File: src/rtl/eccfix_pkg.sv
package eccfix_pkg;
  localparam int LOC_W     = 13;
  localparam int CNT_W     = 4;
  localparam int ODD_SHIFT = 16;

  typedef enum logic [2:0] {
    ST_IDLE,
    ST_WAIT,
    ST_STEP,
    ST_MOD,
    ST_RESP
  } fix_state_e;

  typedef enum logic [1:0] {
    REG_DATA,
    REG_FREE,
    REG_PARITY
  } loc_region_e;
endpackage

File: src/rtl/eccfix_count_sel.sv
module eccfix_count_sel
  import eccfix_pkg::*;
#(
  parameter int NSECT = 8,
  parameter int SEL_W = 3
) (
  input  logic [NSECT*CNT_W-1:0] cnt_word,
  input  logic [SEL_W-1:0]       sel,
  output logic [CNT_W-1:0]       cnt
);
  logic [CNT_W-1:0] fields [NSECT];

  for (genvar g = 0; g < NSECT; g++) begin : g_field
    assign fields[g] = cnt_word[g*CNT_W +: CNT_W];
  end

  assign cnt = fields[sel];
endmodule

File: src/rtl/eccfix_loc_decode.sv
module eccfix_loc_decode
  import eccfix_pkg::*;
#(
  parameter int LOC_WORDS  = 7,
  parameter int SECT_BYTES = 512,
  parameter int FREE_BYTES = 8,
  parameter int AW         = 10
) (
  input  logic [LOC_WORDS*32-1:0] bank,
  input  logic [CNT_W-1:0]        idx,
  output logic [AW-1:0]           byte_addr,
  output logic [2:0]              bit_sel,
  output loc_region_e             region
);
  localparam int NLOC = 2 * LOC_WORDS;
  localparam logic [LOC_W-1:0] DATA_END = LOC_W'(SECT_BYTES * 8);
  localparam logic [LOC_W-1:0] FREE_END = LOC_W'((SECT_BYTES + FREE_BYTES) * 8);

  logic [LOC_W-1:0] locs [NLOC];
  logic [LOC_W-1:0] loc;

  for (genvar g = 0; g < NLOC; g++) begin : g_loc
    assign locs[g] = bank[(g/2)*32 + (g%2)*ODD_SHIFT +: LOC_W];
  end

  always_comb begin
    loc = '0;
    for (int i = 0; i < NLOC; i++) begin
      if (idx == CNT_W'(i)) loc = locs[i];
    end
  end

  assign byte_addr = AW'(loc >> 3);
  assign bit_sel   = loc[2:0];

  always_comb begin
    if (loc < DATA_END)      region = REG_DATA;
    else if (loc < FREE_END) region = REG_FREE;
    else                     region = REG_PARITY;
  end
endmodule

File: src/rtl/eccfix_seq.sv
module eccfix_seq
  import eccfix_pkg::*;
#(
  parameter int NSECT     = 8,
  parameter int SEL_W     = 3,
  parameter int AW        = 10,
  parameter int BUF_BYTES = 520
) (
  input  logic             clk,
  input  logic             rst_n,
  input  logic             req_valid,
  output logic             req_ready,
  input  logic [SEL_W-1:0] req_sector,
  input  logic [NSECT-1:0] sector_done,
  output logic [SEL_W-1:0] sel_sector,
  input  logic [CNT_W-1:0] cnt_in,
  output logic             load,
  output logic [CNT_W-1:0] idx,
  input  logic [AW-1:0]    dec_addr,
  input  logic [2:0]       dec_bit,
  input  loc_region_e      dec_region,
  output logic             mem_rd_en,
  output logic             mem_wr_en,
  output logic [AW-1:0]    mem_addr,
  output logic [7:0]       mem_wdata,
  input  logic [7:0]       mem_rdata,
  output logic             res_valid,
  input  logic             res_ready,
  output logic [CNT_W-1:0] res_count,
  output logic             res_uncorr
);
  localparam logic [AW-1:0] BUF_END = AW'(BUF_BYTES);

  fix_state_e       state_q;
  logic [SEL_W-1:0] sect_q;
  logic [CNT_W-1:0] cnt_q, idx_q, fixed_q;
  logic             uncorr_q;
  logic [AW-1:0]    addr_q;
  logic [2:0]       bit_q;
  logic             step_go;

  assign req_ready  = (state_q == ST_IDLE);
  assign sel_sector = sect_q;
  assign load       = (state_q == ST_WAIT) && sector_done[sect_q];
  assign idx        = idx_q;
  assign step_go    = (state_q == ST_STEP) && !uncorr_q && (idx_q != cnt_q);
  assign mem_rd_en  = step_go && (dec_region != REG_PARITY);
  assign mem_wr_en  = (state_q == ST_MOD);
  assign mem_addr   = mem_wr_en ? addr_q : dec_addr;
  assign mem_wdata  = mem_rdata ^ (8'd1 << bit_q);
  assign res_valid  = (state_q == ST_RESP);
  assign res_count  = fixed_q;
  assign res_uncorr = uncorr_q;

  always_ff @(posedge clk or negedge rst_n) begin
    if (!rst_n) begin
      state_q  <= ST_IDLE;
      sect_q   <= '0;
      cnt_q    <= '0;
      idx_q    <= '0;
      fixed_q  <= '0;
      uncorr_q <= 1'b0;
      addr_q   <= '0;
      bit_q    <= '0;
    end else begin
      case (state_q)
        ST_IDLE: if (req_valid) begin
          sect_q  <= req_sector;
          state_q <= ST_WAIT;
        end
        ST_WAIT: if (load) begin
          cnt_q    <= cnt_in;
          uncorr_q <= (cnt_in == '1);
          idx_q    <= '0;
          fixed_q  <= '0;
          state_q  <= ST_STEP;
        end
        ST_STEP: begin
          if (!step_go) begin
            state_q <= ST_RESP;
          end else if (dec_region == REG_PARITY) begin
            fixed_q <= fixed_q + 1'b1;
            idx_q   <= idx_q + 1'b1;
          end else begin
            addr_q  <= dec_addr;
            bit_q   <= dec_bit;
            state_q <= ST_MOD;
          end
        end
        ST_MOD: begin
          fixed_q <= fixed_q + 1'b1;
          idx_q   <= idx_q + 1'b1;
          state_q <= ST_STEP;
        end
        ST_RESP: if (res_ready) state_q <= ST_IDLE;
        default: state_q <= ST_IDLE;
      endcase
    end
  end

  AST_WR_AFTER_RD: assert property (@(posedge clk) disable iff (!rst_n) mem_wr_en |-> $past(mem_rd_en));
  AST_WR_SAME_ADDR: assert property (@(posedge clk) disable iff (!rst_n) mem_wr_en |-> mem_addr == $past(mem_addr));
  AST_NO_RD_WR_BOTH: assert property (@(posedge clk) disable iff (!rst_n) !(mem_rd_en && mem_wr_en));
  AST_ADDR_IN_BUF: assert property (@(posedge clk) disable iff (!rst_n) (mem_rd_en || mem_wr_en) |-> mem_addr < BUF_END);
  AST_RES_HOLD: assert property (@(posedge clk) disable iff (!rst_n) (res_valid && !res_ready) |=> (res_valid && $stable(res_count) && $stable(res_uncorr)));
  AST_UNCORR_NO_COUNT: assert property (@(posedge clk) disable iff (!rst_n) (res_valid && res_uncorr) |-> res_count == '0);
  AST_READY_NOT_BUSY: assert property (@(posedge clk) disable iff (!rst_n) req_ready |-> !(res_valid || mem_rd_en || mem_wr_en));
endmodule

File: src/rtl/ecc_bitfix_top.sv
module ecc_bitfix_top
  import eccfix_pkg::*;
#(
  parameter int NSECT      = 8,
  parameter int MAX_ERR    = 14,
  parameter int SECT_BYTES = 512,
  parameter int FREE_BYTES = 8,
  localparam int SEL_W     = $clog2(NSECT),
  localparam int LOC_WORDS = (MAX_ERR + 1) / 2,
  localparam int BUF_BYTES = SECT_BYTES + FREE_BYTES,
  localparam int AW        = $clog2(BUF_BYTES)
) (
  input  logic                   clk,
  input  logic                   rst_n,
  input  logic                   req_valid,
  output logic                   req_ready,
  input  logic [SEL_W-1:0]       req_sector,
  input  logic [NSECT-1:0]       sector_done,
  input  logic [NSECT*CNT_W-1:0] err_cnt_word,
  input  logic [LOC_WORDS*32-1:0] err_loc_bank,
  output logic                   mem_rd_en,
  output logic                   mem_wr_en,
  output logic [AW-1:0]          mem_addr,
  output logic [7:0]             mem_wdata,
  input  logic [7:0]             mem_rdata,
  output logic                   res_valid,
  input  logic                   res_ready,
  output logic [CNT_W-1:0]       res_count,
  output logic                   res_uncorr
);
  logic [SEL_W-1:0]       sel_sector;
  logic [CNT_W-1:0]       cnt_sel, idx;
  logic                   load;
  logic [LOC_WORDS*32-1:0] bank_q;
  logic [AW-1:0]          dec_addr;
  logic [2:0]             dec_bit;
  loc_region_e            dec_region;

  always_ff @(posedge clk or negedge rst_n) begin
    if (!rst_n)    bank_q <= '0;
    else if (load) bank_q <= err_loc_bank;
  end

  eccfix_count_sel #(.NSECT(NSECT), .SEL_W(SEL_W)) u_cnt (
    .cnt_word (err_cnt_word),
    .sel      (sel_sector),
    .cnt      (cnt_sel)
  );

  eccfix_loc_decode #(
    .LOC_WORDS(LOC_WORDS), .SECT_BYTES(SECT_BYTES),
    .FREE_BYTES(FREE_BYTES), .AW(AW)
  ) u_dec (
    .bank      (bank_q),
    .idx       (idx),
    .byte_addr (dec_addr),
    .bit_sel   (dec_bit),
    .region    (dec_region)
  );

  eccfix_seq #(
    .NSECT(NSECT), .SEL_W(SEL_W), .AW(AW), .BUF_BYTES(BUF_BYTES)
  ) u_seq (
    .clk        (clk),
    .rst_n      (rst_n),
    .req_valid  (req_valid),
    .req_ready  (req_ready),
    .req_sector (req_sector),
    .sector_done(sector_done),
    .sel_sector (sel_sector),
    .cnt_in     (cnt_sel),
    .load       (load),
    .idx        (idx),
    .dec_addr   (dec_addr),
    .dec_bit    (dec_bit),
    .dec_region (dec_region),
    .mem_rd_en  (mem_rd_en),
    .mem_wr_en  (mem_wr_en),
    .mem_addr   (mem_addr),
    .mem_wdata  (mem_wdata),
    .mem_rdata  (mem_rdata),
    .res_valid  (res_valid),
    .res_ready  (res_ready),
    .res_count  (res_count),
    .res_uncorr (res_uncorr)
  );
endmodule

File: config.mk
export PLATFORM = sky130hd
export DESIGN_NAME = ecc_bitfix_top
export DESIGN_NICKNAME = d
export VERILOG_FILES = /design/src/rtl/eccfix_pkg.sv /design/src/rtl/eccfix_count_sel.sv /design/src/rtl/eccfix_loc_decode.sv /design/src/rtl/eccfix_seq.sv /design/src/rtl/ecc_bitfix_top.sv
export SDC_FILE = /design/constraint.sdc
export NUM_CORES = 1
export LEC_CHECK = 0
export ABC_AREA = 1
export BUFFER_PORTS_ARGS = -buffer_cell sky130_fd_sc_hd__buf_2
export CAP_MARGIN = 15
export CORE_MARGIN = 2
export CORE_UTILIZATION = 35
export DETAILED_ROUTE_END_ITERATION = 12
export GPL_ROUTABILITY_DRIVEN = 0
export GPL_TIMING_DRIVEN = 0
export PLACE_DENSITY = 0.54
export SYNTH_ARGS = -nofsm -noshare
export SYNTH_HDL_FRONTEND = slang
export SYNTH_SLANG_ARGS = --single-unit
File: constraint.sdc
create_clock -name clk -period 4.34 [get_ports clk]
set_input_delay 1.302 -clock clk [delete_from_list [all_inputs] [get_ports clk]]
set_output_delay 1.302 -clock clk [all_outputs]
set_load 0.02 [all_outputs]
After elaboration in Yosys (flattened, before gate mapping)
Index checks and enable logic that the tools add are counted.
{"block": "classes", "n_addsub": 2, "muxes": 35, "div": 0, "shifts": 1, "n_bitwise": 3, "n_reduce_logical": 13, "order_cmp": 4, "multipliers": 0, "eq_ne": 27}
{"operator": "two-way mux 13 bit", "count": 14}
{"operator": "equality test 4 bit, second input constant", "count": 7}
{"operator": "two-way mux 4 bit", "count": 7}
{"operator": "less-than comparator 13 bit, second input constant", "count": 2}
{"operator": "case mux 4 bit (3 select lines)", "count": 2}
{"operator": "equality test 4 x 3 -> 1 bit, second input constant", "count": 4}
{"operator": "two-way mux 3 bit", "count": 5}
{"operator": "case mux 3 bit (5 select lines)", "count": 1}
{"operator": "binary-select mux 4 bit (select 3 bit)", "count": 1}
{"operator": "two-way mux 10 bit", "count": 1}
{"operator": "adder 4 x 1 -> 4 bit, second input constant", "count": 2}
{"operator": "equality test 4 x 2 -> 1 bit, second input constant", "count": 2}
{"operator": "!= test 2 bit, second input constant", "count": 4}
{"operator": "AND reduction 4 bit", "count": 2}
{"operator": "<< shifter 1 x 3 -> 8 bit, first input constant", "count": 1}
{"operator": "XOR 8 bit", "count": 1}
{"operator": "equality test 3 x 2 -> 1 bit, second input constant", "count": 2}
{"operator": "equality test 4 x 1 -> 1 bit, second input constant", "count": 1}
{"operator": "greater-or-equal comparator 4 bit, second input constant", "count": 1}
{"operator": "logical AND 1 bit", "count": 4}
{"operator": "zero test 4 bit", "count": 1}
{"operator": "less-than comparator 3 x 4 -> 1 bit, second input constant", "count": 1}
{"operator": "two-way mux 2 bit", "count": 2}
{"operator": "!= test 2 x 1 -> 1 bit, second input constant", "count": 2}
{"operator": "14 further kinds", "count": 15}
{"block": "totals", "memories": 0, "register_bits": 253, "romBits": 0, "ramBits": 0, "inputBits": 279, "latchBits": 0}

Depth between registers and ports, before layout
Gate-level depths: netlist of the first run.
{"block": "logic_depth", "word_depth": 22, "depth_mapped": 27, "depth_no_buf": 25}

By module
A second synthesis of the first run with hierarchy kept.
{"block": "hier_totals", "cells_unflattened": 1663, "hier_area_um2": 12540.8}
{"module": "ecc_bitfix_top", "cells_each": 946, "n_inst": 1, "area_per_inst_um2": 8506.9, "seq_area_each_um2": 5605.4}
{"module": "eccfix_seq", "cells_each": 262, "n_inst": 1, "area_per_inst_um2": 1949.4, "seq_area_each_um2": 800.8}
{"module": "eccfix_loc_decode", "cells_each": 348, "n_inst": 1, "area_per_inst_um2": 1640.3, "seq_area_each_um2": 0.0}
{"module": "eccfix_count_sel", "cells_each": 107, "n_inst": 1, "area_per_inst_um2": 444.2, "seq_area_each_um2": 0.0}

Least setup slack after synthesis of the first run
No wires, ideal clock.
{"block": "synth_timing", "path_kind": "reg2out", "startpoint": "register u_seq.idx_q[0] (netlist: u_seq.idx[0])", "endpoint": "output port mem_addr[5]", "n_path_buf": 2, "stages_incl_launch_ff": 23, "setup_slack_ns": 0.639, "t_required_ns": 3.038, "t_arrival_ns": 2.399, "path_cell_list": "dfrtp_1 > inv_1 > ha_1 > buf_2 > nand3_2 > inv_1 > buf_4 > nand2_1 > nand2_1 > inv_1 > nand3_1 > nand2_1 > nand2_1 > nand2_1 > nand2_1 > nand2_1 > nand3_1 > nand2_1 > nand2_1 > nand2_1 > nand2_1 > clkinv_1 > o21ai_0"}
{"block": "synth_between", "elab_chain_len": 16}
{"item": "from (decl)", "line_no": "eccfix_seq.sv:36", "rtl": "logic [CNT_W-1:0] cnt_q, idx_q, fixed_q;"}
{"item": "from (signal assigned)", "line_no": "eccfix_seq.sv:83", "rtl": "idx_q <= idx_q + 1'b1;"}
{"item": "from (signal assigned)", "line_no": "eccfix_seq.sv:92", "rtl": "idx_q <= idx_q + 1'b1;"}
{"item": "zero test 4 bit", "line_no": "eccfix_loc_decode.sv:29", "rtl": "if (idx == CNT_W'(i)) loc = locs[i];"}
{"item": "two-way mux 13 bit (13 in series)", "line_no": "eccfix_loc_decode.sv:29"}
{"item": "two-way mux 13 bit *", "line_no": "eccfix_loc_decode.sv:29"}
{"item": "two-way mux 10 bit *", "line_no": "eccfix_seq.sv:49", "rtl": "assign mem_addr = mem_wr_en ? addr_q : dec_addr;"}
{"item": "to (decl)", "line_no": "ecc_bitfix_top.sv:23", "rtl": "output logic [AW-1:0] mem_addr,"}
Mark *: on every way between the ends. The rest lies on a longest branch, timed or not.

Worst setup path in the final report of the first run
{"block": "layout_timing", "startpoint": "register u_seq.idx_q[3] (netlist: u_seq.idx[3])", "endpoint": "output port mem_addr[3]"}
The elaborated chain is that of the path after synthesis.

==> flow_summary.html, run 1 <==
<table>
<tr><th>Metric</th><th>Value</th></tr>
<tr><th colspan="2">Global routing</th></tr>
<tr><td>Via count of the first global-routing pass</td><td>between 9000 and 10000</td></tr>
<tr><td>First-pass GRT wire length</td><td>51100 um</td></tr>
<tr><td>Maximum number of pins on one net before global-route repair</td><td>110</td></tr>
<tr><td>Total grt overflow</td><td>0</td></tr>
<tr><td>Initial antenna violation count</td><td>8</td></tr>
<tr><td>Gr usage total</td><td>20.0%</td></tr>
<tr><th colspan="2">Placed design</th></tr>
<tr><td>Worst slack at placement</td><td>-0.172 ns</td></tr>
<tr><td>Number of cells after detailed placement</td><td>1847</td></tr>
<tr><td>I/O Buffers</td><td>263</td></tr>
<tr><td>DP Wirelength</td><td>roughly 25000 um</td></tr>
<tr><th colspan="2">Setup path</th></tr>
<tr><td>Startpoint Class</td><td>register</td></tr>
<tr><td>CP delay by family, top</td><td>simple AND/OR/NAND/NOR gates</td></tr>
<tr><td>Cell with the largest stage delay on the worst path</td><td>dfrtp_1</td></tr>
<tr><td>Worst path max stage delay</td><td>0.37 ns</td></tr>
<tr><td>Kind of end point of the critical path</td><td>output pin</td></tr>
<tr><td>Critical path data required time</td><td>3.04 ns</td></tr>
<tr><td>Ordered cell list for the critical path</td><td>buf_6 -&gt; nor2_8 -&gt; buf_6 -&gt; nand2_8 -&gt; buf_8 -&gt; o21ai_2 -&gt; inv_2 -&gt; nand2_2 -&gt; nand3_2 -&gt; nand2_2 -&gt; nand2_1 -&gt; nand2_1 -&gt; nand2_1 -&gt; nand2_2 -&gt; nand3_2 -&gt; nand2_2 -&gt; nand2_4 -&gt; buf_4 -&gt; buf_6 -&gt; a21boi_4 -&gt; o21ai_1 -&gt; buf_4</td></tr>
<tr><td>Largest fanout on the critical path</td><td>8</td></tr>
<tr><td>Number of buffer and inverter stages on the critical path</td><td>7</td></tr>
<tr><td>Worst path arrival time</td><td>3.13 ns</td></tr>
<tr><td>Critical Setup Path Class</td><td>register to output pin</td></tr>
<tr><td>CP dominant cell by count</td><td>nand2_2</td></tr>
<tr><th colspan="2">Routing</th></tr>
<tr><td>Initial DRC count</td><td>roughly 440</td></tr>
<tr><td>DRT antenna net count</td><td>0</td></tr>
<tr><td>Routed length per instance</td><td>17.0 um</td></tr>
<tr><td>Detailed-route DRC error count</td><td>0</td></tr>
<tr><td>Pre-Repair DR Iteration Count</td><td>5</td></tr>
<tr><td>Total via count after detailed routing</td><td>9284</td></tr>
<tr><td>Post-detailed-route via-to-cell ratio</td><td>roughly 4.8</td></tr>
<tr><td>WL final</td><td>33100 um</td></tr>
<tr><th colspan="2">Clocking</th></tr>
<tr><td>Clock Sinks</td><td>214</td></tr>
<tr><td>Buffers from clock root to sink, at most</td><td>3</td></tr>
<tr><td>CTS clk-pin slew, worst paths</td><td>0.06 ns</td></tr>
<tr><td>Number of buffers created by CTS</td><td>26</td></tr>
<tr><td>Clock Latency Late Sink</td><td>between 0.5 and 0.6 ns</td></tr>
<tr><td>Number of buffers added to fix hold violations after cts</td><td>0</td></tr>
<tr><td>CTS H-tree depth</td><td>1</td></tr>
<tr><td>TritonCTS clock tree</td><td>done</td></tr>
<tr><td>Root buf cell</td><td>clkbuf_16</td></tr>
<tr><th colspan="2">Power</th></tr>
<tr><td>Leakage power</td><td>about 7 nW</td></tr>
<tr><td>Overall power</td><td>roughly 0.011 W</td></tr>
<tr><td>Power per unit of standard cell area</td><td>778 mW/mm^2</td></tr>
<tr><td>Worst IR drop on VDD</td><td>320 uV</td></tr>
<tr><th colspan="2">Logic synthesis</th></tr>
<tr><td>Most used standard cell by instance count after synthesis</td><td>nand2_1</td></tr>
<tr><td>Share of the synthesized area in the top cell type</td><td>48.3%</td></tr>
<tr><td>Count of state elements after synthesis</td><td>214</td></tr>
<tr><td>Ranking of synthesized cells by area</td><td>dfrtp_1 (48%), mux2_2 (18%), nand2_1 (9.2%), nor2_1 (4.0%), nand3_1 (3.3%)</td></tr>
<tr><td>Number of distinct library cells after synthesis</td><td>42</td></tr>
<tr><td>Mapped Avg Cell Area</td><td>between 9 and 10 um^2</td></tr>
<tr><td>Cell type with the largest total area after synthesis</td><td>dfrtp_1</td></tr>
<tr><td>Ys async rst share</td><td>100%</td></tr>
<tr><td>Net count after synthesis</td><td>1465</td></tr>
<tr><td>Synthesis warning total</td><td>0</td></tr>
<tr><td>Commonest cells in the netlist</td><td>nand2_1 (273), dfrtp_1 (214), mux2_2 (176)</td></tr>
<tr><td>Netlist Area Pre-Place</td><td>0.0111 mm^2</td></tr>
<tr><td>Number of instances in the synthesized netlist</td><td>about 1200</td></tr>
<tr><td>Ys flop type</td><td>dfrtp_1</td></tr>
<tr><td>Fraction of the yosys area taken by sequential cells</td><td>48.3%</td></tr>
<tr><td>Number of synthesized flops with an enable pin</td><td>0</td></tr>
<tr><th colspan="2">STA</th></tr>
<tr><td>Final hold violation count</td><td>0</td></tr>
<tr><td>Worst Max-Slew Pin Slew</td><td>0.892 ns</td></tr>
<tr><td>Post-route minimum period</td><td>4.43 ns</td></tr>
<tr><td>Minimum hold slack</td><td>0.484 ns</td></tr>
<tr><td>Max-slew violations</td><td>0</td></tr>
<tr><td>Maximum clock rate</td><td>226 MHz</td></tr>
<tr><td>Final setup skew</td><td>0.0151 ns</td></tr>
<tr><td>Setup slack after layout</td><td>-0.0885 ns</td></tr>
<tr><td>Fin crit share</td><td>102%</td></tr>
<tr><td>Setup repair after global routing missed its margin</td><td>true</td></tr>
<tr><td>Headroom to the max-slew limit</td><td>about two fifths</td></tr>
<tr><td>Endpoints failing setup</td><td>5</td></tr>
<tr><th colspan="2">Floorplanning</th></tr>
<tr><td>Full die area</td><td>between 0.03 and 0.04 mm^2</td></tr>
<tr><td>Die width</td><td>182 um</td></tr>
<tr><td>Initial cell density of the core</td><td>a little over a third</td></tr>
<tr><td>Num rows</td><td>65</td></tr>
<tr><td>Number of I/O pins</td><td>306</td></tr>
<tr><td>Height of the die</td><td>182 um</td></tr>
<tr><td>Core area</td><td>0.0314 mm^2</td></tr>
<tr><th colspan="2">Finish</th></tr>
<tr><td>Synth-to-layout area growth</td><td>32.0%</td></tr>
<tr><td>Count of fill cells added during filler insertion</td><td>about 3100</td></tr>
<tr><td>Post-route non-filler standard cell count</td><td>1943</td></tr>
<tr><td>Share of post-route cells with drive strength above 1</td><td>45.7%</td></tr>
<tr><td>Post-layout nets</td><td>between 1500 and 2000</td></tr>
<tr><th colspan="2">Hold path</th></tr>
<tr><td>Worst hold path class</td><td>register to register</td></tr>
<tr><th colspan="2">Outcome</th></tr>
<tr><td>Outcome</td><td>finished, violations left</td></tr>
<tr><td>Violations in the final reports</td><td>setup timing</td></tr>
<tr><th colspan="2">Run</th></tr>
<tr><td>MaxCap Viol Count</td><td>0</td></tr>
</table>
## area by class of cell
cell class              instances  area, um^2  share of cell area [%]
clock inverters                 4        48.8                   0.334
well taps                     402         503                    3.44
plain buffers                  53         338                    2.31
flip-flops and latches        214        5360                    36.6
multi-input cells             825        5410                    37.0
diodes                          4        10.0                  0.0685
clock buffers                  42         802                    5.48
repair buffers                312        1790                    12.3
inverters                      87         359                    2.46
## cells in the final DEF, fill, tap and decap left out, types with 8 or more instances in the layout
master / count
inv_2: 13
buf_6: 21
nand4_1: 12
o211ai_1: 8
nor2_2: 8
nand3_2: 15
xnor2_1: 9
nand2_2: 51
o21ai_2: 12
inv_1: 65
clkbuf_1: 28
buf_4: 42
mux2_2: 176
nor2_1: 112
nand3_1: 56
a21oi_1: 21
clkbuf_16: 27
buf_2: 272
o21ai_0: 35
dfrtp_1: 212
nand2_1: 239
or2_2: 11
## state kept, by name (all words and copies together), names as in the netlist
name and cells:
u_seq.bit_q 3, u_seq.addr_q 10, bank_q 182, u_seq.state_q 3, u_seq.res_uncorr 1, u_seq.cnt_q 4, u_seq.sel_sector 3, u_seq.res_count 4
u_seq.idx 4
## logic make-up (layout without fill, tap and decap cells)
kind of cell	count (synthesis)	count (layout)	synth area share, %
and+or+nand+nor	530	530	20.9
DFF	214	214	48.3
muxes	176	176	17.9
buffers and inverters	142	498	5.69
AOI/OAI and AO/OA	99	99	5.47
xor gates and xnor gates	15	15	1.19
adders and majority gates	5	5	0.565
other	0	4	0
## power breakdown
group          switching [W]  internal, W  total [W]
registers           0.000510      0.00301    0.00352
logic                0.00313      0.00258    0.00571
clock network       0.000846      0.00131    0.00216
## layer usage
metal  up-vias  track usage, %  share of wire, %
li1       4564               -                 -
met1      4405            27.2                46
met2       259            33.3                46
met3        48            3.89               5.7
met4         8            4.06               1.9
met5         -               0              0.15
## worst min-delay path: stages (launching register included)
cell and delay [ns]:
dfrtp_1 0.34, nand2_1 0.05, nand2_1 0.06
## through the flow
step | TNS (ns) | instance area (um^2) | util, %
floorplan | 0 | 11100 | -
global placement | -429.31 | 12900 | 41.1
detailed placement | -0.522 | 12900 | 41.2
CTS | -0.444 | 14300 | 45.6
global route | -1.37 | 14600 | 46.5
finish | -0.309 | 14600 | 46.6
## worst paths after layout
check,startpoint,to,slack [ns],cells after the start
hold / removal,u_seq.addr_q[1],u_seq.addr_q[1],0.48,2
hold reg to reg,u_seq.addr_q[1],u_seq.addr_q[1],0.48,2
min in group asynchronous,rst_n,bank_q[117],0.78,1
setup reg to reg,u_seq.sel_sector[0],bank_q[199],1.24,9
max in group asynchronous,rst_n,u_seq.state_q[2],2.51,2
setup / recovery,u_seq.idx[3],mem_addr[3],-0.09,22
## repair_timing
action,4_1_cts,5_1_grt
setup endpoints to repair,11,9
buffers inserted,32,14
pin swaps,37,52
gates cloned,2,0
gates resized for setup,81,59
Note: power is estimated with default switching activity, not from simulation.
==> inputs of run 2 (changes only) <==
--- a/config.mk
+++ b/config.mk
@@ -6,8 +6,7 @@
 export NUM_CORES = 1
 export LEC_CHECK = 0
 export ABC_AREA = 1
-export BUFFER_PORTS_ARGS = -buffer_cell sky130_fd_sc_hd__buf_2
-export CAP_MARGIN = 15
+export BUFFER_PORTS_ARGS = -buffer_cell sky130_fd_sc_hd__clkbuf_2
 export CORE_MARGIN = 2
 export CORE_UTILIZATION = 35
 export DETAILED_ROUTE_END_ITERATION = 12
==> run 2 against run 1 <==
Largest power group unchanged. Clock power is 4% lower. Clock skew rose by 0.0028 ns. Critical path depth rose by 2. Design area is 0.56% higher. The run still ends with setup timing left. Worst hold slack worse by 0.0039 ns. Critical endpoint is now mem_rd_en.
==> flow_summary.html, run 2 (synthesis results as in run 1) <==
<table>
<tr><th>Metric</th><th>Value</th></tr>
<tr><th colspan="2">STA</th></tr>
<tr><td>Post-route minimum period</td><td>4.47 ns</td></tr>
<tr><td>Max-slew violations</td><td>0</td></tr>
<tr><td>Final hold violation count</td><td>0</td></tr>
<tr><td>Fin crit share</td><td>103%</td></tr>
<tr><td>Setup repair after global routing missed its margin</td><td>true</td></tr>
<tr><td>Minimum hold slack</td><td>0.480 ns</td></tr>
<tr><td>Endpoints failing setup</td><td>5</td></tr>
<tr><td>Summed negative setup slack over all endpoints</td><td>-0.247 ns</td></tr>
<tr><td>Headroom to the max-slew limit</td><td>43.8%</td></tr>
<tr><td>Final setup skew</td><td>about 0.018 ns</td></tr>
<tr><td>Setup slack after layout</td><td>-0.127 ns</td></tr>
<tr><td>Worst Max-Slew Pin Slew</td><td>0.843 ns</td></tr>
<tr><td>Maximum clock rate</td><td>224 MHz</td></tr>
<tr><th colspan="2">Clocking</th></tr>
<tr><td>TritonCTS clock tree</td><td>done</td></tr>
<tr><td>Root buf cell</td><td>clkbuf_16</td></tr>
<tr><td>Number of buffers created by CTS</td><td>25</td></tr>
<tr><td>CTS H-tree depth</td><td>1</td></tr>
<tr><td>CTS clk-pin slew, worst paths</td><td>0.06 ns</td></tr>
<tr><td>Number of buffers added to fix hold violations after cts</td><td>0</td></tr>
<tr><td>Clock Sinks</td><td>~210</td></tr>
<tr><td>Buffers from clock root to sink, at most</td><td>3</td></tr>
<tr><td>Clock Latency Late Sink</td><td>0.53 ns</td></tr>
<tr><th colspan="2">Finish</th></tr>
<tr><td>Commonest cells after routing, fill and taps aside</td><td>clkbuf_2 (255), nand2_1 (236), dfrtp_1 (212)</td></tr>
<tr><td>Number of flip-flops under the largest register name</td><td>182</td></tr>
<tr><td>Most common cell after layout, fill and taps aside</td><td>clkbuf_2</td></tr>
<tr><td>Largest registers in the final layout</td><td>bank_q x182, u_seq.addr_q x10</td></tr>
<tr><td>Share of post-route cells with drive strength above 1</td><td>between 40% and 50%</td></tr>
<tr><td>Post-layout nets</td><td>1807</td></tr>
<tr><td>Non-Filler Cell Area, Final</td><td>0.0147 mm^2</td></tr>
<tr><td>Register with the highest flop count</td><td>bank_q</td></tr>
<tr><td>Synth-to-layout area growth</td><td>32.7%</td></tr>
<tr><td>Final core occ</td><td>46.8%</td></tr>
<tr><td>Count of fill cells added during filler insertion</td><td>around 3100</td></tr>
<tr><th colspan="2">Power</th></tr>
<tr><td>Leakage power</td><td>7.21 nW</td></tr>
<tr><td>Power per unit of standard cell area</td><td>between 700 and 800 mW/mm^2</td></tr>
<tr><td>Overall power</td><td>approximately 0.011 W</td></tr>
<tr><td>Worst IR drop on VDD</td><td>382 uV</td></tr>
<tr><th colspan="2">Routing</th></tr>
<tr><td>Initial DRC count</td><td>between 400 and 500</td></tr>
<tr><td>DRT antenna net count</td><td>0</td></tr>
<tr><td>Total via count after detailed routing</td><td>slightly above 9000</td></tr>
<tr><td>WL final</td><td>between 30000 and 40000 um</td></tr>
<tr><td>Pre-Repair DR Iteration Count</td><td>4</td></tr>
<tr><td>Detailed-route DRC error count</td><td>0</td></tr>
<tr><td>Post-detailed-route via-to-cell ratio</td><td>about 4.7</td></tr>
<tr><td>Routed length per instance</td><td>17.0 um</td></tr>
<tr><th colspan="2">Floorplanning</th></tr>
<tr><td>Full die area</td><td>approximately 0.033 mm^2</td></tr>
<tr><td>Die width</td><td>182 um</td></tr>
<tr><td>Number of I/O pins</td><td>approximately 310</td></tr>
<tr><td>Height of the die</td><td>182 um</td></tr>
<tr><td>Core area</td><td>0.0314 mm^2</td></tr>
<tr><td>Initial cell density of the core</td><td>35.3%</td></tr>
<tr><td>Num rows</td><td>65</td></tr>
<tr><th colspan="2">Global routing</th></tr>
<tr><td>Initial antenna violation count</td><td>5</td></tr>
<tr><td>First-pass GRT wire length</td><td>50300 um</td></tr>
<tr><td>Maximum number of pins on one net before global-route repair</td><td>100</td></tr>
<tr><td>Gr usage total</td><td>19.7%</td></tr>
<tr><td>Total grt overflow</td><td>0</td></tr>
<tr><td>Via count of the first global-routing pass</td><td>8956</td></tr>
<tr><th colspan="2">Placed design</th></tr>
<tr><td>Total cell area at the placement stage</td><td>0.0130 mm^2</td></tr>
<tr><td>DP Wirelength</td><td>25100 um</td></tr>
<tr><td>I/O Buffers</td><td>263</td></tr>
<tr><th colspan="2">Run</th></tr>
<tr><td>MaxCap Viol Count</td><td>0</td></tr>
<tr><th colspan="2">Setup path</th></tr>
<tr><td>Worst path max stage delay</td><td>about 0.44 ns</td></tr>
<tr><td>CP delay by family, top</td><td>simple AND/OR/NAND/NOR gates</td></tr>
<tr><td>CP dominant cell by count</td><td>nand2_1</td></tr>
<tr><td>Critical path data required time</td><td>3.04 ns</td></tr>
<tr><td>Worst path arrival time</td><td>3.16 ns</td></tr>
<tr><td>Largest fanout on the critical path</td><td>7</td></tr>
<tr><td>Cell with the largest stage delay on the worst path</td><td>dfrtp_2</td></tr>
<tr><td>Number of buffer and inverter stages on the critical path</td><td>6</td></tr>
<tr><td>Startpoint Class</td><td>register</td></tr>
<tr><td>Critical Setup Path Class</td><td>register to output pin</td></tr>
<tr><td>Kind of end point of the critical path</td><td>output pin</td></tr>
<tr><td>Ordered cell list for the critical path</td><td>inv_4 -&gt; ha_4 -&gt; buf_12 -&gt; nand3_4 -&gt; buf_6 -&gt; buf_4 -&gt; nor2_2 -&gt; nor2_1 -&gt; nand2_1 -&gt; nand2_1 -&gt; nand2_1 -&gt; nand2_1 -&gt; nand2_2 -&gt; nand3_2 -&gt; nand2_2 -&gt; nand2_4 -&gt; nand2_1 -&gt; nand2_1 -&gt; nor2_2 -&gt; nand3_2 -&gt; nand2_2 -&gt; nand2_4 -&gt; clkinv_4 -&gt; buf_8</td></tr>
<tr><th colspan="2">Outcome</th></tr>
<tr><td>Outcome</td><td>finished, violations left</td></tr>
<tr><td>Violations in the final reports</td><td>setup timing</td></tr>
<tr><th colspan="2">Hold path</th></tr>
<tr><td>Worst hold path class</td><td>register to register</td></tr>
</table>
[run 2: cell types whose count changed in the layout (fill, tap and decap cells not counted), sizes merged]
cell,before,now
buf,343,93
clkbuf,64,314
clkinv,5,7
clkinvlp,0,2
diode,4,2
inv,85,83
[run 2: area by class of cell]
cell class                 instances  area, um^2  share of cell area, %
antenna                            2        5.00                 0.0340
clock buffer                      37         741                   5.04
sequential                       214        5360                   36.4
buffer                            55         374                   2.54
tap                              402         503                   3.42
clock inverter                     6        62.6                  0.425
timing repair buffer             315        1850                   12.6
inverter                          87         364                   2.48
multi-input combinational        825        5450                   37.1
[run 2: final timing paths]
path	start	endpoint	slack, ns	cells past startpoint
worst max-delay path	u_seq.idx[1]	mem_rd_en	-0.13	24
worst min-delay path	u_seq.addr_q[0]	u_seq.addr_q[0]	0.48	2
worst max register to register	u_seq.sel_sector[0]	bank_q[17]	1.19	9
worst min register to register	u_seq.addr_q[0]	u_seq.addr_q[0]	0.48	2
max in group asynchronous	rst_n	bank_q[198]	2.79	2
min in group asynchronous	rst_n	bank_q[117]	0.70	1
[run 2: stage by stage]
| step | cells | setup slack (ns) |
|---|---|---|
| 2_1_floorplan | 1181 | 0.639 |
| 3_3_place_gp | 1846 | -2.61 |
| 3_5_place_dp | 1848 | -0.214 |
| 4_1_cts | 1913 | -0.222 |
| 5_1_grt | 1941 | -0.328 |
| 6_report | 1943 | -0.127 |
[run 2: power breakdown]
group          internal, W  total (W)  switching, W
Sequential         0.00300    0.00351      0.000505
Combinational      0.00263    0.00580       0.00318
Clock              0.00123    0.00207      0.000841
Total              0.00686     0.0114       0.00452
[run 2: worst min-delay path, stage by stage, from the launching register on]
cell     delay, ns
dfrtp_1       0.34
nand2_1       0.05
nand2_1       0.06
[run 2: routing by layer]
layer  global-route usage [%]  share of wire, %  vias up
met5                        0              0.12        -
met2                     32.7                47      216
li1                         -                 -     4558
met3                     4.45               6.0       37
met4                     3.32               1.3        6
met1                     26.7                46     4393
[run 2: repair_timing]
action,4_1_cts,5_1_grt
buffers inserted,20,27
setup endpoints to repair,11,11
resized for setup,69,88
pin swaps,23,51
gates cloned,2,1
==> inputs of run 3 (changes only) <==
--- a/config.mk
+++ b/config.mk
@@ -8,11 +8,11 @@
 export ABC_AREA = 1
 export BUFFER_PORTS_ARGS = -buffer_cell sky130_fd_sc_hd__clkbuf_2
 export CORE_MARGIN = 2
-export CORE_UTILIZATION = 35
+export CORE_UTILIZATION = 41
 export DETAILED_ROUTE_END_ITERATION = 12
 export GPL_ROUTABILITY_DRIVEN = 0
 export GPL_TIMING_DRIVEN = 0
-export PLACE_DENSITY = 0.54
+export PLACE_DENSITY = 0.74
 export SYNTH_ARGS = -nofsm -noshare
 export SYNTH_HDL_FRONTEND = slang
 export SYNTH_SLANG_ARGS = --single-unit
==> constraint.sdc (replaced) <==
create_clock -name clk -period 4.7 [get_ports clk]
set_input_delay 1.41 -clock clk [delete_from_list [all_inputs] [get_ports clk]]
set_output_delay 1.41 -clock clk [all_outputs]
set_load 0.02 [all_outputs]
==> run 3 against run 2 <==
The run now ends clean. Via count grew 1.4%. Highest routed layer is now met4. Worst hold slack gained 0.0079 ns. Flip-flop and latch count is the same. Die area shrank 14%. Largest power group unchanged. Global-route usage grew 2.4 points.
==> flow_summary.html, run 3 (synthesis results as in run 1) <==
<table>
<tr><th>Metric</th><th>Value</th></tr>
<tr><th colspan="2">Routing</th></tr>
<tr><td>Detailed-route DRC error count</td><td>0</td></tr>
<tr><td>Initial DRC count</td><td>450</td></tr>
<tr><td>Routed length per instance</td><td>17.1 um</td></tr>
<tr><td>Total via count after detailed routing</td><td>9337</td></tr>
<tr><td>WL final</td><td>31900 um</td></tr>
<tr><td>Pre-Repair DR Iteration Count</td><td>5</td></tr>
<tr><td>DRT antenna net count</td><td>0</td></tr>
<tr><td>Post-detailed-route via-to-cell ratio</td><td>5.01</td></tr>
<tr><th colspan="2">Setup path</th></tr>
<tr><td>Critical path data required time</td><td>3.29 ns</td></tr>
<tr><td>Launch point of the critical path</td><td>u_seq.idx[2]</td></tr>
<tr><td>Critical Setup Path Class</td><td>register to output pin</td></tr>
<tr><td>Largest fanout on the critical path</td><td>10</td></tr>
<tr><td>Crit path to</td><td>mem_addr[2]</td></tr>
<tr><td>Cell count of the worst reg-to-reg path</td><td>8</td></tr>
<tr><td>Setup slack, reg-to-reg</td><td>1.65 ns</td></tr>
<tr><td>Kind of end point of the critical path</td><td>output pin</td></tr>
<tr><td>Startpoint Class</td><td>register</td></tr>
<tr><td>Reg2Reg Launch Point</td><td>u_seq.sel_sector[0]</td></tr>
<tr><td>Endpoint of the most critical register-to-register path</td><td>bank_q[17]</td></tr>
<tr><td>Worst path arrival time</td><td>3.17 ns</td></tr>
<tr><th colspan="2">Run</th></tr>
<tr><td>MaxCap Viol Count</td><td>0</td></tr>
<tr><th colspan="2">STA</th></tr>
<tr><td>Minimum hold slack</td><td>0.488 ns</td></tr>
<tr><td>Worst Max-Slew Pin Slew</td><td>0.897 ns</td></tr>
<tr><td>Setup slack after layout</td><td>0.122 ns</td></tr>
<tr><td>Post-route minimum period</td><td>4.58 ns</td></tr>
<tr><td>Maximum clock rate</td><td>between 200 and 250 MHz</td></tr>
<tr><td>Setup repair after global routing missed its margin</td><td>true</td></tr>
<tr><td>Final setup skew</td><td>0.0116 ns</td></tr>
<tr><td>Endpoints failing setup</td><td>0</td></tr>
<tr><td>Final hold violation count</td><td>0</td></tr>
<tr><td>Fin crit share</td><td>97.4%</td></tr>
<tr><td>Headroom to the max-slew limit</td><td>a little over 40%</td></tr>
<tr><td>Max-slew violations</td><td>0</td></tr>
<tr><th colspan="2">Global routing</th></tr>
<tr><td>First-pass GRT wire length</td><td>49000 um</td></tr>
<tr><td>Met3 Track Usage GR</td><td>3.71%</td></tr>
<tr><td>Met2 Usage GRT</td><td>37.5%</td></tr>
<tr><td>Maximum number of pins on one net before global-route repair</td><td>between 100 and 150</td></tr>
<tr><td>Total grt overflow</td><td>0</td></tr>
<tr><td>Initial antenna violation count</td><td>0</td></tr>
<tr><td>Layer carrying the most global-route usage</td><td>met2</td></tr>
<tr><td>Via count of the first global-routing pass</td><td>9403</td></tr>
<tr><td>Gr usage total</td><td>22.0%</td></tr>
<tr><td>Met1 track demand over resource in global routing</td><td>29.5%</td></tr>
<tr><th colspan="2">Hold path</th></tr>
<tr><td>Source of the worst hold timing path</td><td>u_seq.addr_q[0]</td></tr>
<tr><td>Worst hold path class</td><td>register to register</td></tr>
<tr><th colspan="2">Floorplanning</th></tr>
<tr><td>Number of I/O pins</td><td>306</td></tr>
<tr><td>Num rows</td><td>60</td></tr>
<tr><td>Height of the die</td><td>168 um</td></tr>
<tr><td>Full die area</td><td>roughly 0.028 mm^2</td></tr>
<tr><td>Core area</td><td>0.0267 mm^2</td></tr>
<tr><td>Initial cell density of the core</td><td>about two fifths</td></tr>
<tr><td>Die width</td><td>approximately 170 um</td></tr>
<tr><th colspan="2">Placed design</th></tr>
<tr><td>I/O Buffers</td><td>~260</td></tr>
<tr><td>Worst slack at placement</td><td>approximately 0.085 ns</td></tr>
<tr><td>DP Wirelength</td><td>roughly 24000 um</td></tr>
<tr><td>Number of cells after detailed placement</td><td>1786</td></tr>
<tr><th colspan="2">Power</th></tr>
<tr><td>Worst IR drop on VDD</td><td>310 uV</td></tr>
<tr><td>Leakage power</td><td>7.05 nW</td></tr>
<tr><td>Power per unit of standard cell area</td><td>713 mW/mm^2</td></tr>
<tr><th colspan="2">Finish</th></tr>
<tr><td>Most common cell after layout, fill and taps aside</td><td>clkbuf_2</td></tr>
<tr><td>Count of fill cells added during filler insertion</td><td>around 2400</td></tr>
<tr><td>Post-route non-filler standard cell count</td><td>1865</td></tr>
<tr><td>Register Area</td><td>0.00536 mm^2</td></tr>
<tr><td>Register with the highest flop count</td><td>bank_q</td></tr>
<tr><td>Number of flip-flops under the largest register name</td><td>182</td></tr>
<tr><td>Share of post-route cells with drive strength above 1</td><td>43.9%</td></tr>
<tr><td>Synth-to-layout area growth</td><td>28.3%</td></tr>
<tr><td>Commonest cells after routing, fill and taps aside</td><td>clkbuf_2 (260), nand2_1 (251), dfrtp_1 (212)</td></tr>
<tr><td>Antenna diode count</td><td>0</td></tr>
<tr><td>Combined area of the multi-input logic cells</td><td>0.00528 mm^2</td></tr>
<tr><td>Post-layout nets</td><td>1790</td></tr>
<tr><td>Largest registers in the final layout</td><td>bank_q x182, u_seq.addr_q x10</td></tr>
<tr><th colspan="2">Outcome</th></tr>
<tr><td>Outcome</td><td>finished clean</td></tr>
<tr><th colspan="2">Clocking</th></tr>
<tr><td>TritonCTS clock tree</td><td>done</td></tr>
<tr><td>Clock Sinks</td><td>~210</td></tr>
<tr><td>CTS clk-pin slew, worst paths</td><td>approximately 0.060 ns</td></tr>
<tr><td>Buffers from clock root to sink, at most</td><td>3</td></tr>
<tr><td>CTS H-tree depth</td><td>1</td></tr>
<tr><td>Number of buffers added to fix hold violations after cts</td><td>0</td></tr>
<tr><td>Clock Latency Late Sink</td><td>0.52 ns</td></tr>
<tr><td>Number of buffers created by CTS</td><td>24</td></tr>
<tr><td>Root buf cell</td><td>clkbuf_16</td></tr>
</table>
==> run 3: cell count changes in the layout (fill, tap and decap cells not counted), sizes merged <==
cell	before	now
inv	83	84
clkinv	7	10
diode	2	0
clkinvlp	2	1
buf	93	72
clkbuf	314	318
bufinv	1	0
==> run 3: how the worst min path moves through the flow <==
stage                 endpoint  slack, ns  cells past startpoint
2_1_floorplan  u_seq.addr_q[0]       0.45                      2
3_3_place_gp   u_seq.addr_q[2]       0.46                      2
3_5_place_dp   u_seq.addr_q[0]       0.47                      2
4_1_cts        u_seq.addr_q[0]       0.48                      2
5_1_grt        u_seq.addr_q[4]       0.51                      2
6_report       u_seq.addr_q[0]       0.49                      2
==> run 3: timing repair <==
item,in CTS,in global routing
setup endpoints to repair,8,7
setup buffers,7,26
gates cloned,0,2
gates resized for setup,31,63
pin swaps,4,30
==> run 3: area by class of cell <==
| class | count | share of cell area (%) |
|---|---|---|
| Sequential cell | 214 | 37.7 |
| Inverter | 87 | 2.47 |
| Clock buffer | 36 | 5.32 |
| Timing Repair Buffer | 299 | 11.5 |
| Tap cell | 341 | 3.00 |
| Clock inverter | 8 | 0.326 |
| Buffer | 55 | 2.52 |
| Multi-Input combinational cell | 825 | 37.1 |
==> run 3: per-stage QoR <==
stage	power [W]	TNS, ns	utilization [%]	instance area, um^2
after floorplan	0.00641	0	-	11100
after global placement	0.00771	-436.74	48.0	12800
after detailed placement	0.00788	0	48.1	12900
after CTS	0.00990	-0.00233	51.7	13800
after global routing	0.0109	-0.221	53.2	14200
final	0.0101	0	53.2	14200
==> run 3: per-layer routing <==
| metal | share of wire [%] | up-vias |
|---|---|---|
| met2 | 48 | 285 |
| met5 | 0 | - |
| li1 | - | 4516 |
| met1 | 44 | 4491 |
| met4 | 2.1 | 0 |
| met3 | 6.0 | 45 |
==> run 3: critical path: stages, from the launching register on <==
cell and delay (ns):
dfrtp_1 0.39, buf_12 0.15, nor2_8 0.20, nand2_8 0.09, buf_8 0.14, buf_6 0.13, o211ai_1 0.23, nand3_1 0.14
nor2_2 0.18, o211ai_1 0.14, nand2_1 0.14, nand2_1 0.07, nand2_1 0.07, nand3_2 0.09, nand2_2 0.11, nand2_2 0.05
nand2_2 0.07, a31oi_1 0.07, buf_4 0.17
==> run 3: report_power, final <==
| group | switching (W) | total (W) | internal (W) |
|---|---|---|---|
| clock | 0.000759 | 0.00187 | 0.00111 |
| sequential | 0.000485 | 0.00326 | 0.00277 |
| combinational | 0.00282 | 0.00501 | 0.00219 |
| total | 0.00406 | 0.0101 | 0.00607 |
